===== src/rtl/gsi_pkg.sv =====
package gsi_pkg;
    typedef enum logic [1:0] {
        STOP_RUN    = 2'd0,
        STOP_DRAIN  = 2'd1,
        STOP_HALTED = 2'd2
    } stop_st_e;

    typedef enum logic {
        POLL_IDLE  = 1'b0,
        POLL_COUNT = 1'b1
    } poll_st_e;
endpackage


===== src/rtl/gsi_stop_fsm.sv =====
module gsi_stop_fsm
    import gsi_pkg::*;
(
    input  logic clk,
    input  logic rst_n,
    input  logic req_wr,
    input  logic req_bit,
    input  logic busy,
    input  logic eof,
    output logic done
);
    stop_st_e st_q, st_d;

    always_ff @(posedge clk) begin
        if (!rst_n) st_q <= STOP_RUN;
        else        st_q <= st_d;
    end

    always_comb begin
        st_d = st_q;
        done = 1'b0;
        if (req_wr) begin
            if (!req_bit) begin
                st_d = STOP_RUN;
            end else if (busy) begin
                st_d = STOP_DRAIN;
            end else begin
                st_d = STOP_HALTED;
                done = 1'b1;
            end
        end else begin
            unique case (st_q)
                STOP_RUN:    st_d = STOP_RUN;
                STOP_DRAIN: begin
                    if (eof) begin
                        st_d = STOP_HALTED;
                        done = 1'b1;
                    end
                end
                STOP_HALTED: st_d = STOP_HALTED;
                default:     st_d = STOP_RUN;
            endcase
        end
    end
endmodule


===== src/rtl/gsi_poll_timer.sv =====
module gsi_poll_timer
    import gsi_pkg::*;
#(
    parameter int unsigned TICK_CYCLES = 1_000_000
) (
    input  logic clk,
    input  logic rst_n,
    input  logic start,
    input  logic wop_q,
    input  logic gts_q,
    output logic poll_req
);
    localparam int unsigned CW = (TICK_CYCLES > 2) ? $clog2(TICK_CYCLES) : 1;
    localparam logic [CW-1:0] RELOAD = CW'(TICK_CYCLES - 1);

    poll_st_e       st_q, st_d;
    logic [CW-1:0]  cnt_q, cnt_d;
    logic           expire;

    assign expire = (st_q == POLL_COUNT) && (cnt_q == '0);

    always_ff @(posedge clk) begin
        if (!rst_n) begin
            st_q  <= POLL_IDLE;
            cnt_q <= '0;
        end else begin
            st_q  <= st_d;
            cnt_q <= cnt_d;
        end
    end

    always_comb begin
        st_d  = st_q;
        cnt_d = cnt_q;
        if (start) begin
            st_d  = POLL_COUNT;
            cnt_d = RELOAD;
        end else begin
            unique case (st_q)
                POLL_IDLE: st_d = POLL_IDLE;
                POLL_COUNT: begin
                    if (cnt_q != '0) begin
                        cnt_d = cnt_q - 1'b1;
                    end else if (!wop_q) begin
                        cnt_d = RELOAD;
                    end else begin
                        st_d = POLL_IDLE;
                    end
                end
                default: st_d = POLL_IDLE;
            endcase
        end
    end

    always_comb begin
        poll_req = expire && !wop_q && !gts_q;
    end
endmodule


===== src/rtl/gsi_event_reg.sv =====
module gsi_event_reg #(
    parameter int unsigned     EVW       = 32,
    parameter int unsigned     TXF_BIT   = 0,
    parameter int unsigned     RXF_BIT   = 1,
    parameter logic [EVW-1:0]  ERR_GROUP = '0
) (
    input  logic           clk,
    input  logic           rst_n,
    input  logic [EVW-1:0] set_vec,
    input  logic           clr_wr,
    input  logic [EVW-1:0] clr_data,
    input  logic [EVW-1:0] mask_q,
    output logic [EVW-1:0] event_q,
    output logic           irq_tx,
    output logic           irq_rx,
    output logic           irq_err
);
    logic [EVW-1:0] ev_d;
    logic           tx_d, rx_d, err_d;

    always_comb begin
        ev_d = event_q;
        if (clr_wr) ev_d = ev_d & ~clr_data;
        ev_d = ev_d | set_vec;

        tx_d  = irq_tx;
        rx_d  = irq_rx;
        err_d = irq_err;
        if (!ev_d[TXF_BIT]) tx_d = 1'b0;
        if (!ev_d[RXF_BIT]) rx_d = 1'b0;
        if ((ev_d & ERR_GROUP) == '0) err_d = 1'b0;
        if (set_vec[TXF_BIT] && mask_q[TXF_BIT]) tx_d = 1'b1;
        if (set_vec[RXF_BIT] && mask_q[RXF_BIT]) rx_d = 1'b1;
        if ((set_vec & ERR_GROUP & mask_q) != '0) err_d = 1'b1;
    end

    always_ff @(posedge clk) begin
        if (!rst_n) begin
            event_q <= '0;
            irq_tx  <= 1'b0;
            irq_rx  <= 1'b0;
            irq_err <= 1'b0;
        end else begin
            event_q <= ev_d;
            irq_tx  <= tx_d;
            irq_rx  <= rx_d;
            irq_err <= err_d;
        end
    end
endmodule


===== src/rtl/stop_irq_agg.sv =====
module stop_irq_agg #(
    parameter int unsigned     EVW         = 32,
    parameter int unsigned     TXF_BIT     = 0,
    parameter int unsigned     RXF_BIT     = 1,
    parameter int unsigned     GTSC_BIT    = 2,
    parameter int unsigned     GRSC_BIT    = 3,
    parameter logic [EVW-1:0]  ERR_GROUP   = EVW'(32'h01FF_FFFC),
    parameter int unsigned     TICK_CYCLES = 1_000_000
) (
    input  logic           clk,
    input  logic           rst_n,
    input  logic           dma_wr,
    input  logic           dma_grs,
    input  logic           dma_gts,
    input  logic           dma_wop,
    input  logic           mask_wr,
    input  logic [EVW-1:0] mask_data,
    input  logic           ev_clr_wr,
    input  logic [EVW-1:0] ev_clr_data,
    input  logic [EVW-1:0] ev_set,
    input  logic           tx_busy,
    input  logic           rx_busy,
    input  logic           tx_eof,
    input  logic           rx_eof,
    output logic [EVW-1:0] event_q,
    output logic           irq_tx,
    output logic           irq_rx,
    output logic           irq_err,
    output logic           poll_req
);
    localparam int unsigned NDIR = 2;

    logic            gts_q, wop_q;
    logic [EVW-1:0]  mask_q;
    logic [EVW-1:0]  set_vec;
    logic [NDIR-1:0] dir_bit, dir_busy, dir_eof, dir_done;

    assign dir_bit  = {dma_grs, dma_gts};
    assign dir_busy = {rx_busy, tx_busy};
    assign dir_eof  = {rx_eof, tx_eof};

    always_ff @(posedge clk) begin
        if (!rst_n) begin
            gts_q  <= 1'b0;
            wop_q  <= 1'b0;
            mask_q <= '0;
        end else begin
            if (dma_wr) begin
                gts_q <= dma_gts;
                wop_q <= dma_wop;
            end
            if (mask_wr) mask_q <= mask_data;
        end
    end

    for (genvar d = 0; d < NDIR; d++) begin : g_dir
        gsi_stop_fsm u_stop (
            .clk     (clk),
            .rst_n   (rst_n),
            .req_wr  (dma_wr),
            .req_bit (dir_bit[d]),
            .busy    (dir_busy[d]),
            .eof     (dir_eof[d]),
            .done    (dir_done[d])
        );
    end

    always_comb begin
        set_vec = ev_set;
        set_vec[GTSC_BIT] = set_vec[GTSC_BIT] | dir_done[0];
        set_vec[GRSC_BIT] = set_vec[GRSC_BIT] | dir_done[1];
    end

    gsi_event_reg #(
        .EVW       (EVW),
        .TXF_BIT   (TXF_BIT),
        .RXF_BIT   (RXF_BIT),
        .ERR_GROUP (ERR_GROUP)
    ) u_ev (
        .clk      (clk),
        .rst_n    (rst_n),
        .set_vec  (set_vec),
        .clr_wr   (ev_clr_wr),
        .clr_data (ev_clr_data),
        .mask_q   (mask_q),
        .event_q  (event_q),
        .irq_tx   (irq_tx),
        .irq_rx   (irq_rx),
        .irq_err  (irq_err)
    );

    gsi_poll_timer #(
        .TICK_CYCLES (TICK_CYCLES)
    ) u_poll (
        .clk      (clk),
        .rst_n    (rst_n),
        .start    (dma_wr && !dma_wop),
        .wop_q    (wop_q),
        .gts_q    (gts_q),
        .poll_req (poll_req)
    );
endmodule


===== config.mk =====
export PLATFORM = sky130hd
export DESIGN_NAME = stop_irq_agg
export DESIGN_NICKNAME = d
export VERILOG_FILES = /design/src/rtl/gsi_pkg.sv /design/src/rtl/gsi_stop_fsm.sv /design/src/rtl/gsi_poll_timer.sv /design/src/rtl/gsi_event_reg.sv /design/src/rtl/stop_irq_agg.sv
export SDC_FILE = /design/constraint.sdc
export NUM_CORES = 1
export LEC_CHECK = 0
export BUFFER_PORTS_ARGS = -buffer_cell sky130_fd_sc_hd__buf_4
export CAP_MARGIN = 20
export CORE_ASPECT_RATIO = 0.5
export CORE_MARGIN = 4
export CORE_UTILIZATION = 40
export CTS_CLUSTER_DIAMETER = 40
export DETAILED_ROUTE_END_ITERATION = 10
export PLACE_DENSITY_LB_ADDON = 0.08
export SYNTH_ARGS = -nofsm -noshare
export SYNTH_HDL_FRONTEND = slang
export SYNTH_SLANG_ARGS = --single-unit
export TNS_END_PERCENT = 1

===== constraint.sdc =====
create_clock -name clk -period 3.55 [get_ports clk]
set_input_delay 0.1775 -clock clk [delete_from_list [all_inputs] [get_ports clk]]
set_output_delay 0.1775 -clock clk [all_outputs]
set_load 0.01 [all_outputs]

* Word level (Yosys, flattened, before mapping)
Index checks and enable logic that the tools add are counted.
** Word-level totals
- Register bits :: 94
- Output and inout bits :: 36
- Word-level logic and storage cells :: 84
** Operators by class
- Add/subtract/negate cells :: 1
- Equality and inequality tests :: 10
- Muxes and demuxes :: 35
- Bitwise operators :: 8
- Reductions and logical operators :: 18
** Operator list (count)
- two-way mux 20 bit :: 4
- bitwise AND 25 x 32 -> 32 bit :: 1
- bitwise AND 32 bit :: 1
- logical NOT 32 bit :: 1
- two-way mux 32 bit :: 1
- inverter 32 bit :: 1
- OR 32 bit :: 1
- nonzero test 32 bit :: 1
- logical NOT 20 bit :: 1
- nonzero test 20 bit :: 1
- subtractor 20 x 1 -> 20 bit, second input constant :: 1
- two-way mux 1 bit :: 19
- two-way mux 2 bit :: 8
- case mux 2 bit (2 select lines) :: 2
- logical AND 1 bit :: 6
- != test 3 bit, second input constant :: 2
- equality test 2 x 1 -> 1 bit, second input constant :: 2
- equality test 2 bit, second input constant :: 2
- != test 2 bit, second input constant :: 2
- AND reduction 2 bit :: 2
- nonzero test 2 bit :: 2
- logical NOT 1 bit :: 3
- != test 3 x 1 -> 1 bit, second input constant :: 1
- != test 2 x 1 -> 1 bit, second input constant :: 1
- other kinds (4) :: 6

* Longest topological paths before layout
Gate-level depths: netlist (run 1).
- Depth in word-level cells :: 8
- Gate-level depth with buffers :: 8

* By module
A second synthesis (run 1) with hierarchy kept.
** Second synthesis, totals
- Cell total of the unflattened synthesis :: 446
- Area, all modules :: 4202.8 µm²
** Modules (own cells, without submodules)
- gsi_event_reg :: instances 1, cells an instance 163, area an instance 1401.3 µm²
- stop_irq_agg :: instances 1, cells an instance 112, area an instance 1335.0 µm²
- gsi_poll_timer :: instances 1, cells an instance 143, area an instance 1198.6 µm²
- gsi_stop_fsm :: instances 2, cells an instance 14, area an instance 133.9 µm²

* Worst setup path after synthesis (run 1)
OpenSTA, ideal clock, no wires.
- Path kind :: register to output
- Start :: register u_poll.cnt_q[4]
- End :: output poll_req
- Arrival time :: 2.120 ns
- Path slack :: 1.252 ns
- Stages on the path, launching flop included :: 7
- Buffers on the path :: 2
- Cell sequence :: dfxtp_1 > or4_1 > buf_2 > or3b_4 > buf_6 > or2_2 > nor3_1
** On the way
- Longest elaborated chain between the ends :: 4
** RTL lines
- start, declared :: RTL line gsi_poll_timer.sv:17 : logic [CW-1:0] cnt_q, cnt_d;
- start signal, assigned :: RTL line gsi_poll_timer.sv:28 : cnt_q <= cnt_d;
- logical NOT 20 bit :: RTL line gsi_poll_timer.sv:20 : assign expire = (st_q == POLL_COUNT) && (cnt_q == '0);
- logical AND 1 bit :: RTL line gsi_poll_timer.sv:20
- logical AND 1 bit (2 in a row) :: RTL line gsi_poll_timer.sv:56 : poll_req = expire && !wop_q && !gts_q;
- end, declared :: RTL line stop_irq_agg.sv:29 : output logic poll_req
Every way passes these cells.

* Worst setup path after layout (run 1)
Same ends and word-level chain as after synthesis.

==> results of run 1 <==
-- cell families after synthesis --
logic type	after synthesis
AND/OR/NAND/NOR	171
flip-flops	87
AO/OA/AOI/OAI	85
buffers and inverters	28
multiplexers	28
XOR/XNOR	13
adder cells (fa/ha/maj)	4
-- critical path, stage by stage, from the launching register on --
cell	delay (ns)
dfxtp_1	0.34
or4_1	0.63
or3b_4	0.55
or2_2	0.37
nor3_1	0.19
buf_4	0.15
-- area by class of cell --
cell class,count,area (um^2)
clock buffer,10,229
inverter,7,26.3
timing repair buffer,137,1030
clock inverter,5,50.0
sequential,87,1740
multi-input combinational,301,1760
tap,117,146
fill,842,3780
-- registers in the layout (all words and copies together) (netlist names) --
register,cells
u_ev.event_q,32
mask_q,25
u_poll.cnt_q,20
g_dir.u_stop.st_q,4
gts_q,1
u_ev.irq_err,1
u_ev.irq_rx,1
u_ev.irq_tx,1
u_poll.st_q,1
wop_q,1
-- power by group through the flow --
stage	Clock (W)	Sequential, W	Combinational [W]
6_report	0.000895	0.00108	0.000377
5_1_grt	0.000961	0.00109	0.000418
4_1_cts	0.000924	0.00108	0.000380
3_5_place_dp	0	0.00110	0.000378
3_3_place_gp	0	0.00110	0.000375
2_1_floorplan	0	0.00111	0.000199
-- Yosys cell counts (all sizes together), types with 3 or more instances --
cell type / number
o211ai: 6
a21oi: 43
nand2: 38
mux2i: 28
inv: 7
dfxtp: 87
nor4: 5
buf: 5
o31a: 3
a22o: 3
nand4: 8
nand3: 6
a22oi: 3
clkbuf: 16
nor3: 10
xnor2: 4
ha: 4
nand2b: 5
and3b: 4
xor2: 9
or4: 3
a31oi: 4
nor2: 80
o2111ai: 3
o21ai: 7
a221oi: 3
-- routing by layer --
| layer | vias up | global-route usage (%) | wire, um |
|---|---|---|---|
| met2 | 83 | 30.8 | 4690 |
| met4 | 0 | 5.06 | 112 |
| li1 | 1713 | - | - |
| met3 | 14 | 5.01 | 605 |
| met5 | - | 0 | 0 |
| met1 | 1588 | 21.8 | 4350 |
-- metrics by stage --
| stage | instance area, um^2 | utilization [%] | setup WS (ns) | total power, W |
|---|---|---|---|---|
| 2_1_floorplan | 3620 | - | 1.25 | 0.00131 |
| 3_3_place_gp | 4710 | 53.7 | 1.03 | 0.00148 |
| 3_5_place_dp | 4710 | 53.7 | 0.998 | 0.00148 |
| 4_1_cts | 4980 | 56.8 | 0.771 | 0.00239 |
| 5_1_grt | 4980 | 56.8 | 0.623 | 0.00247 |
| 6_report | 4980 | 56.8 | 0.800 | 0.00236 |
-- path summary, 6_finish.rpt --
| kind | endpoint | cells after the start | slack, ns | start |
|---|---|---|---|---|
| hold / removal | u_ev.event_q[28]$_SDFF_PN0_ | 3 | 0.05 | ev_set[28] |
| hold reg to reg | u_ev.event_q[28]$_SDFF_PN0_ | 2 | 0.48 | u_ev.event_q[28]$_SDFF_PN0_ |
| setup / recovery | poll_req | 5 | 0.80 | u_poll.cnt_q[4]$_SDFFE_PN0P_ |
| setup reg to reg | u_poll.cnt_q[7]$_SDFFE_PP0P_ | 5 | 1.03 | u_poll.cnt_q[4]$_SDFFE_PN0P_ |
==> metrics.md, run 1 <==
| Metric | Value |
|---|---|
| Largest family of logic cells by synthesized area | `simple AND/OR/NAND/NOR gates` |
| Vias | `3,398` |
| Initial Util | `41.3%` |
| Worst setup path class | `flip-flop to output pin` |
| Switching share of power | `~25%` |
| Tcrit/Tclk final | `77.5%` |
| Reg power frac | `46.0%` |
| Gr usage total | `17.7%` |
| Grt total ovfl | `0` |
| RSZ-0062 raised after global routing | `false` |
| Detail Route Antenna Nets | `0` |
| EDFF count, synth | `0` |
| Finished Layout Cells | `664` |
| Setup_tns | `0 ns` |
| Mapped Avg Cell Area | `a little under 9 um^2` |
| DIE AREA | `10,700 um^2` |
| Largest net degree at the start of global routing | `49` |
| Hold Fails Final Rpt | `0` |
| Die Height | `about 75 um` |
| Hold Path Class | `input pin to flip-flop` |
| Final setup violation count | `0` |
| Max clock buf depth | `2` |
| Crit Path Max Fanout | `21` |
| Port bufs | `136` |
| Total wire length | `between 9000 and 10,000 um` |
| CP arrival | `2.57 ns` |
| Clk slew on worst S/H paths | `0.06 ns` |
| CORE AREA | `between 8000 and 9000 um^2` |
| Initial antenna violation count | `0` |
| Ys flop type | `dfxtp_1` |
| Yosys reg bits | `87` |
| Slew margin rel. | `between 40 and 50%` |
| Final nets | `655` |
| Crit. End Element | `output pin` |
| Clk_lat worst skew | `between 0.3 and 0.4 ns` |
| Vias in the first global route | `between 3,000 and 4,000` |
| Number of diodes | `0` |
| CTS hold repair buffers | `0` |
| Skew final | `0.00509 ns` |
| FMAX | `364 MHz` |
| MaxCap Viol Count | `0` |
| TritonCTS clock tree | `built` |
| Net switching power | `0.000584 W` |
| Number of synthesis warnings | `0` |
| Clock Power Share | `38.0%` |
| First-pass GRT wire length | `14,800 um` |
| Mapped Area | `3620 um^2` |
| CP Launch Type | `flip-flop` |
| Net Count, Synth | `roughly 530` |
| Leak | `2.24 nW` |
| Placed Cells | `649` |
| Detailed-route DRC error count | `0` |
| Drt via density | `5.12` |
| Gp weighted congestion | `between 0.7 and 0.8` |
| CTS buffer count | `9` |
| CTS Sinks | `87` |
| Post_cts resized | `0` |
| Synth area leader | `dfxtp_1` |
| I/O pin total | `144` |
| Yosys cell types | `between 40 and 50` |
| Peak supply drop | `around 0.00024 V` |
| Synth Area in Adders | `1.38%` |
| Top post-synthesis cells by area | `dfxtp_1 (48%), nor2_1 (8.3%), mux2i_1 (7.7%), a21oi_1 (5.9%), nand2_1 (3.9%)` |
| Layout cells sized above 1 | `28.3%` |
| Mean routed wirelength per cell | `roughly 15 um` |
| Post-synthesis xor/xnor area fraction | `3.15%` |
| Int Power | `0.00177 W` |
| Most frequent cells in the layout | `buf_4 (137), dfxtp_1 (87), nor2_1 (80)` |
| 1st-iter DRT viols | `about 120` |
| WHS | `~0.052 ns` |
| Combinational fraction of design power | `about 16%` |
| P&R area growth vs syn | `37.7%` |
| Root Driver | `clkbuf_16` |
| WP data required | `3.37 ns` |
| Status | `finished, final reports clean` |
| Post-Synthesis Cells | `416` |
| Top cell type's share of synthesized area | `48.1%` |
| Compound-Gate Fraction of Synth Area | `between 10% and 20%` |
| Detailed Place HPWL | `~7000 um` |
| Commonest non-fill, non-tap cell in the layout | `buf_4` |
| FFs w/ async S/R, synth | `0%` |
| Synth Area in Simple Gates | `21.8%` |
| Worst Max-Slew Pin Slew | `0.799 ns` |
| First-pass iteration count of the detailed router | `4` |
| PwrDens | `around 470 nW/um^2` |
| Die width | `~140 um` |
| Register area share after synthesis | `48.1%` |
| Post-CTS setup buffer count | `0` |
| Minimum clock period | `between 2 and 3 ns` |
| FP Rows | `24` |
| H-Tree Depth | `3` |
| Slew Limit Fails | `0` |
| Post-synthesis mux area share | `7.74%` |
Power figures use the tool's default switching activity.
==> run 2, diff against run 1 <==
==> constraint.sdc (replaced) <==
create_clock -name clk -period 2.5 [get_ports clk]
set_input_delay 0.125 -clock clk [delete_from_list [all_inputs] [get_ports clk]]
set_output_delay 0.125 -clock clk [all_outputs]
set_load 0.01 [all_outputs]
==> metrics.md, run 2 (synthesis gave the netlist of run 1 again) <==
| Metric | Value |
|---|---|
| Status | `finished, final reports clean` |
| Detailed Place HPWL | `~7300 um` |
| Initial Util | `41.3%` |
| Design Area, Final | `5140 um^2` |
| Tcrit/Tclk final | `between 90% and 100%` |
| CTS buffer count | `9` |
| Grt total ovfl | `0` |
| Hold Path Class | `input pin to flip-flop` |
| Max clock buf depth | `2` |
| H-Tree Depth | `3` |
| Top reg by flops | `u_ev.event_q` |
| Gr usage total | `18.4%` |
| 1st-iter DRT viols | `130` |
| Initial antenna violation count | `0` |
| DP Area | `4760 um^2` |
| Slew Limit Fails | `0` |
| Drt via density | `5.00` |
| Port bufs | `136` |
| P&R area growth vs syn | `42.0%` |
| DIE AREA | `10,700 um^2` |
| Die Height | `75.3 um` |
| Dpl ws | `0.192 ns` |
| TritonCTS clock tree | `built` |
| CTS Sinks | `87` |
| Total wire length | `10,000 um` |
| Commonest non-fill, non-tap cell in the layout | `buf_4` |
| Final nets | `~670` |
| PwrDens | `677 nW/um^2` |
| Skew final | `0.00594 ns` |
| WP data required | `2.38 ns` |
| MaxCap Viol Count | `0` |
| Regs by FF count | `u_ev.event_q (32), mask_q (25), u_poll.cnt_q (20)` |
| Die width | `143 um` |
| Worst setup path class | `flip-flop to output pin` |
| Worst Max-Slew Pin Slew | `0.544 ns` |
| Mean routed wirelength per cell | `between 10 and 15 um` |
| Vias | `3,374` |
| CORE AREA | `between 8000 and 9000 um^2` |
| Slew margin rel. | `63.7%` |
| Clk slew on worst S/H paths | `0.06 ns` |
| Hold Fails Final Rpt | `0` |
| Leak | `2.30 nW` |
| Number of diodes | `0` |
| FMAX | `422 MHz` |
| Layout cells sized above 1 | `roughly 29%` |
| Crit. End Element | `output pin` |
| Vias in the first global route | `3,177` |
| FP Rows | `24` |
| Gp weighted congestion | `0.810` |
| Root Driver | `clkbuf_16` |
| RSZ-0062 raised after global routing | `false` |
| Largest net degree at the start of global routing | `49` |
| Peak supply drop | `between 0.0003 and 0.0004 V` |
| Crit Path Max Fanout | `5` |
| Final setup violation count | `0` |
| First-pass GRT wire length | `15,500 um` |
| Setup_tns | `0 ns` |
| Detail Route Antenna Nets | `0` |
| CP Launch Type | `flip-flop` |
| I/O pin total | `144` |
| Most frequent cells in the layout | `buf_4 (142), dfxtp_1 (86), nor2_1 (80)` |
| Max reg flops | `32` |
| Setup ws final | `0.129 ns` |
| CP arrival | `2.25 ns` |
| Detailed-route DRC error count | `0` |
| Minimum clock period | `2.37 ns` |
| Clk_lat worst skew | `0.33 ns` |
| First-pass iteration count of the detailed router | `4` |
-- run 2: cell types whose count changed in the layout (fill, tap and decap cells not counted), moves of 2 or more --
cell and delta:
buf_4 +5, or4_1 -2, or4_4 +2, clkinv_2 -3
dlygate4sd3_1 +6
-- run 2: final timing paths --
kind	start	to	slack (ns)	cells after the start
worst max register to register	u_poll.cnt_q[8]$_SDFFE_PP0P_	u_poll.cnt_q[18]$_SDFFE_PN0P_	0.14	6
worst min register to register	u_ev.event_q[29]$_SDFF_PN0_	u_ev.event_q[29]$_SDFF_PN0_	0.48	2
worst min-delay path	ev_set[31]	u_ev.event_q[31]$_SDFF_PN0_	0.01	3
worst max-delay path	u_poll.cnt_q[8]$_SDFFE_PP0P_	poll_req	0.13	5
-- run 2: final cells by class --
| class | instances | area [um^2] |
|---|---|---|
| clock inverter | 4 | 72.6 |
| multi-input combinational | 301 | 1780 |
| clock buffer | 10 | 229 |
| sequential | 87 | 1740 |
| inverter | 7 | 26.3 |
| tap | 117 | 146 |
| timing repair buffer | 149 | 1150 |
| fill | 816 | 3630 |
-- run 2: power breakdown --
part	internal, W	switching, W
registers	0.00148	0.0000591
logic	0.000302	0.000271
clock network	0.000862	0.000507
-- run 2: metrics by stage --
step | cells | total power (W) | hold WS [ns] | util [%]
4_1_cts | 675 | 0.00352 | 0.00185 | 58.5
6_report | 675 | 0.00348 | 0.0112 | 58.6
3_5_place_dp | 654 | 0.00212 | 0.340 | 54.2
3_3_place_gp | 654 | 0.00212 | 0.334 | 54.2
5_1_grt | 675 | 0.00366 | 0.0257 | 58.6
2_1_floorplan | 416 | 0.00186 | 0.242 | -
-- run 2: layer usage --
layer	GRT usage, %	vias up	wire length [um]
li1	-	1738	-
met5	0	-	0
met4	4.00	0	95
met1	23.1	1552	4450
met3	5.65	9	562
met2	31.9	75	4910
-- run 2: worst max-delay path, stage by stage (launching register included) --
cell and delay (ns):
dfxtp_2 0.33, or4_4 0.53, or3b_4 0.42, or2_2 0.36, nor3_2 0.13, buf_4 0.14
-- run 2: what timing repair did --
item,CTS,global route
gates resized for setup,1,3
setup buffers,1,0
pin swaps,1,3
setup endpoints to repair,1,4
endpoints found under the hold margin,6,0
hold buffers,6,0
==> run 3, diff against run 2 <==
--- a/config.mk
+++ b/config.mk
@@ -8,8 +8,8 @@
 export BUFFER_PORTS_ARGS = -buffer_cell sky130_fd_sc_hd__buf_4
 export CAP_MARGIN = 20
 export CORE_ASPECT_RATIO = 0.5
-export CORE_MARGIN = 4
-export CORE_UTILIZATION = 40
+export CORE_MARGIN = 2
+export CORE_UTILIZATION = 44
 export CTS_CLUSTER_DIAMETER = 40
 export DETAILED_ROUTE_END_ITERATION = 10
 export PLACE_DENSITY_LB_ADDON = 0.08
==> metrics.md, run 3 (synthesis gave the netlist of run 1 again) <==
| Metric | Value |
|---|---|
| Detail Route Antenna Nets | `0` |
| Minimum clock period | `2.35 ns` |
| Slew margin rel. | `58.7%` |
| Max clock buf depth | `2` |
| Max reg flops | `32` |
| Clk slew on worst S/H paths | `0.06 ns` |
| Crit. End Element | `output pin` |
| Top reg by flops | `u_ev.event_q` |
| Die Height | `68.1 um` |
| RSZ-0062 raised after global routing | `false` |
| H-Tree Depth | `3` |
| Root Driver | `clkbuf_16` |
| Vias | `3,441` |
| Dpl ws | `about 0.26 ns` |
| 1st-iter DRT viols | `121` |
| P&R area growth vs syn | `43.0%` |
| CTS buffer count | `9` |
| Port bufs | `136` |
| Initial antenna violation count | `0` |
| TritonCTS clock tree | `built` |
| Skew final | `approximately 0.0070 ns` |
| Design Area, Final | `approximately 5200 um^2` |
| Status | `finished, final reports clean` |
| Die width | `about 130 um` |
| Grt total ovfl | `0` |
| First-pass iteration count of the detailed router | `4` |
| Tcrit/Tclk final | `94.1%` |
| Multi-input gate area | `1780 um^2` |
| Detailed Place HPWL | `7000 um` |
| Initial Util | `approximately 45%` |
| DP Area | `4760 um^2` |
| FMAX | `425 MHz` |
| Number of diodes | `0` |
| Worst Max-Slew Pin Slew | `0.619 ns` |
| Largest net degree at the start of global routing | `45` |
| Worst setup path class | `flip-flop to output pin` |
| Drt via density | `5.11` |
| Peak supply drop | `about 0.00035 V` |
| PwrDens | `693 nW/um^2` |
| Storage cell area | `1740 um^2` |
| Total wire length | `9820 um` |
| DIE AREA | `between 9000 and 10,000 um^2` |
| Crit Path Max Fanout | `5` |
| Gp weighted congestion | `approximately 0.79` |
| MaxCap Viol Count | `0` |
| CORE AREA | `8000 um^2` |
| Layout cells sized above 1 | `29.8%` |
| Hold Path Class | `input pin to flip-flop` |
| Detailed-route DRC error count | `0` |
| WHS | `0.0158 ns` |
| Fill cells | `707` |
| CP Launch Type | `flip-flop` |
| Final setup violation count | `0` |
| Setup ws final | `approximately 0.15 ns` |
| Gr usage total | `between 20 and 25%` |
| WP data required | `2.38 ns` |
| Most frequent cells in the layout | `buf_4 (143), dfxtp_1 (87), nor2_1 (80)` |
| Commonest non-fill, non-tap cell in the layout | `buf_4` |
| Setup_tns | `0 ns` |
| Vias in the first global route | `~3,200` |
| Clk_lat worst skew | `0.34 ns` |
| CP arrival | `2.23 ns` |
| Slew Limit Fails | `0` |
| FP Rows | `23` |
| Regs by FF count | `u_ev.event_q (32), mask_q (25), u_poll.cnt_q (20)` |
| Total power | `0.00358 W` |
| Leak | `2.32 nW` |
| Mean routed wirelength per cell | `14.6 um` |
| CTS Sinks | `87` |
| First-pass GRT wire length | `15,400 um` |
| Final nets | `668` |
| I/O pin total | `144` |
| Hold Fails Final Rpt | `0` |
[run 3: changes by cell type in the layout (fill, tap and decap cells not counted)]
cell        delta
or2_4          +1
or2_2          -1
nor4b_1        -1
or4_1          +1
dfxtp_1        +1
clkbuf_1       -1
buf_4          +1
dfxtp_2        -1
clkinvlp_4     +1
nor4b_2        +1
clkbuf_8       +2
or4_4          -1
[run 3: layer usage]
metal	up-vias	part of all wire (%)	track usage (%)	wire length, um
met5	-	0	0	0
met2	80	47	37.4	4610
met4	0	1.7	7.39	164
li1	1741	-	-	-
met3	15	5.1	6.59	503
met1	1605	46	27.6	4540
[run 3: layout make-up]
| cell class | count | area share, % |
|---|---|---|
| Timing Repair Buffer | 150 | 22.3 |
| Clock inverter | 5 | 1.55 |
| Sequential cell | 87 | 33.7 |
| Clock buffer | 11 | 4.88 |
| Tap cell | 112 | 2.71 |
| Inverter | 7 | 0.508 |
| Multi-Input combinational cell | 301 | 34.4 |
[run 3: worst max-delay path, stage by stage (launching register included)]
cell and delay [ns]:
dfxtp_1 0.34, or4_4 0.56, or3b_4 0.42, or2_4 0.28, nor3_2 0.15, buf_4 0.14
[run 3: what timing repair did]
| item | CTS | global route |
|---|---|---|
| hold endpoints to repair | 6 | 0 |
| resized for setup | 1 | 3 |
| pin swaps | 1 | 0 |
| setup buffers | 1 | 0 |
| hold buffers | 6 | 0 |
| setup endpoints to repair | 1 | 1 |
[run 3: per-stage QoR]
step | cells | util (%)
floorplan | 416 | -
global placement | 650 | 59.5
detailed placement | 650 | 59.5
CTS | 673 | 64.5
global route | 673 | 64.7
finish | 673 | 64.7
[run 3: power by group]
part           internal [W]  switching, W  total [W]
clock network      0.000928      0.000544    0.00147
logic              0.000302      0.000271   0.000574
registers           0.00148     0.0000601    0.00154
[run 3: final timing paths]
| check | start | to | slack, ns | cells past startpoint |
|---|---|---|---|---|
| setup / recovery | u_poll.cnt_q[8]$_SDFFE_PP0P_ | poll_req | 0.15 | 5 |
| hold / removal | ev_set[28] | u_ev.event_q[28]$_SDFF_PN0_ | 0.02 | 3 |
| hold reg to reg | u_ev.event_q[29]$_SDFF_PN0_ | u_ev.event_q[29]$_SDFF_PN0_ | 0.49 | 2 |
| setup reg to reg | u_poll.cnt_q[8]$_SDFFE_PP0P_ | u_poll.cnt_q[8]$_SDFFE_PP0P_ | 0.18 | 7 |
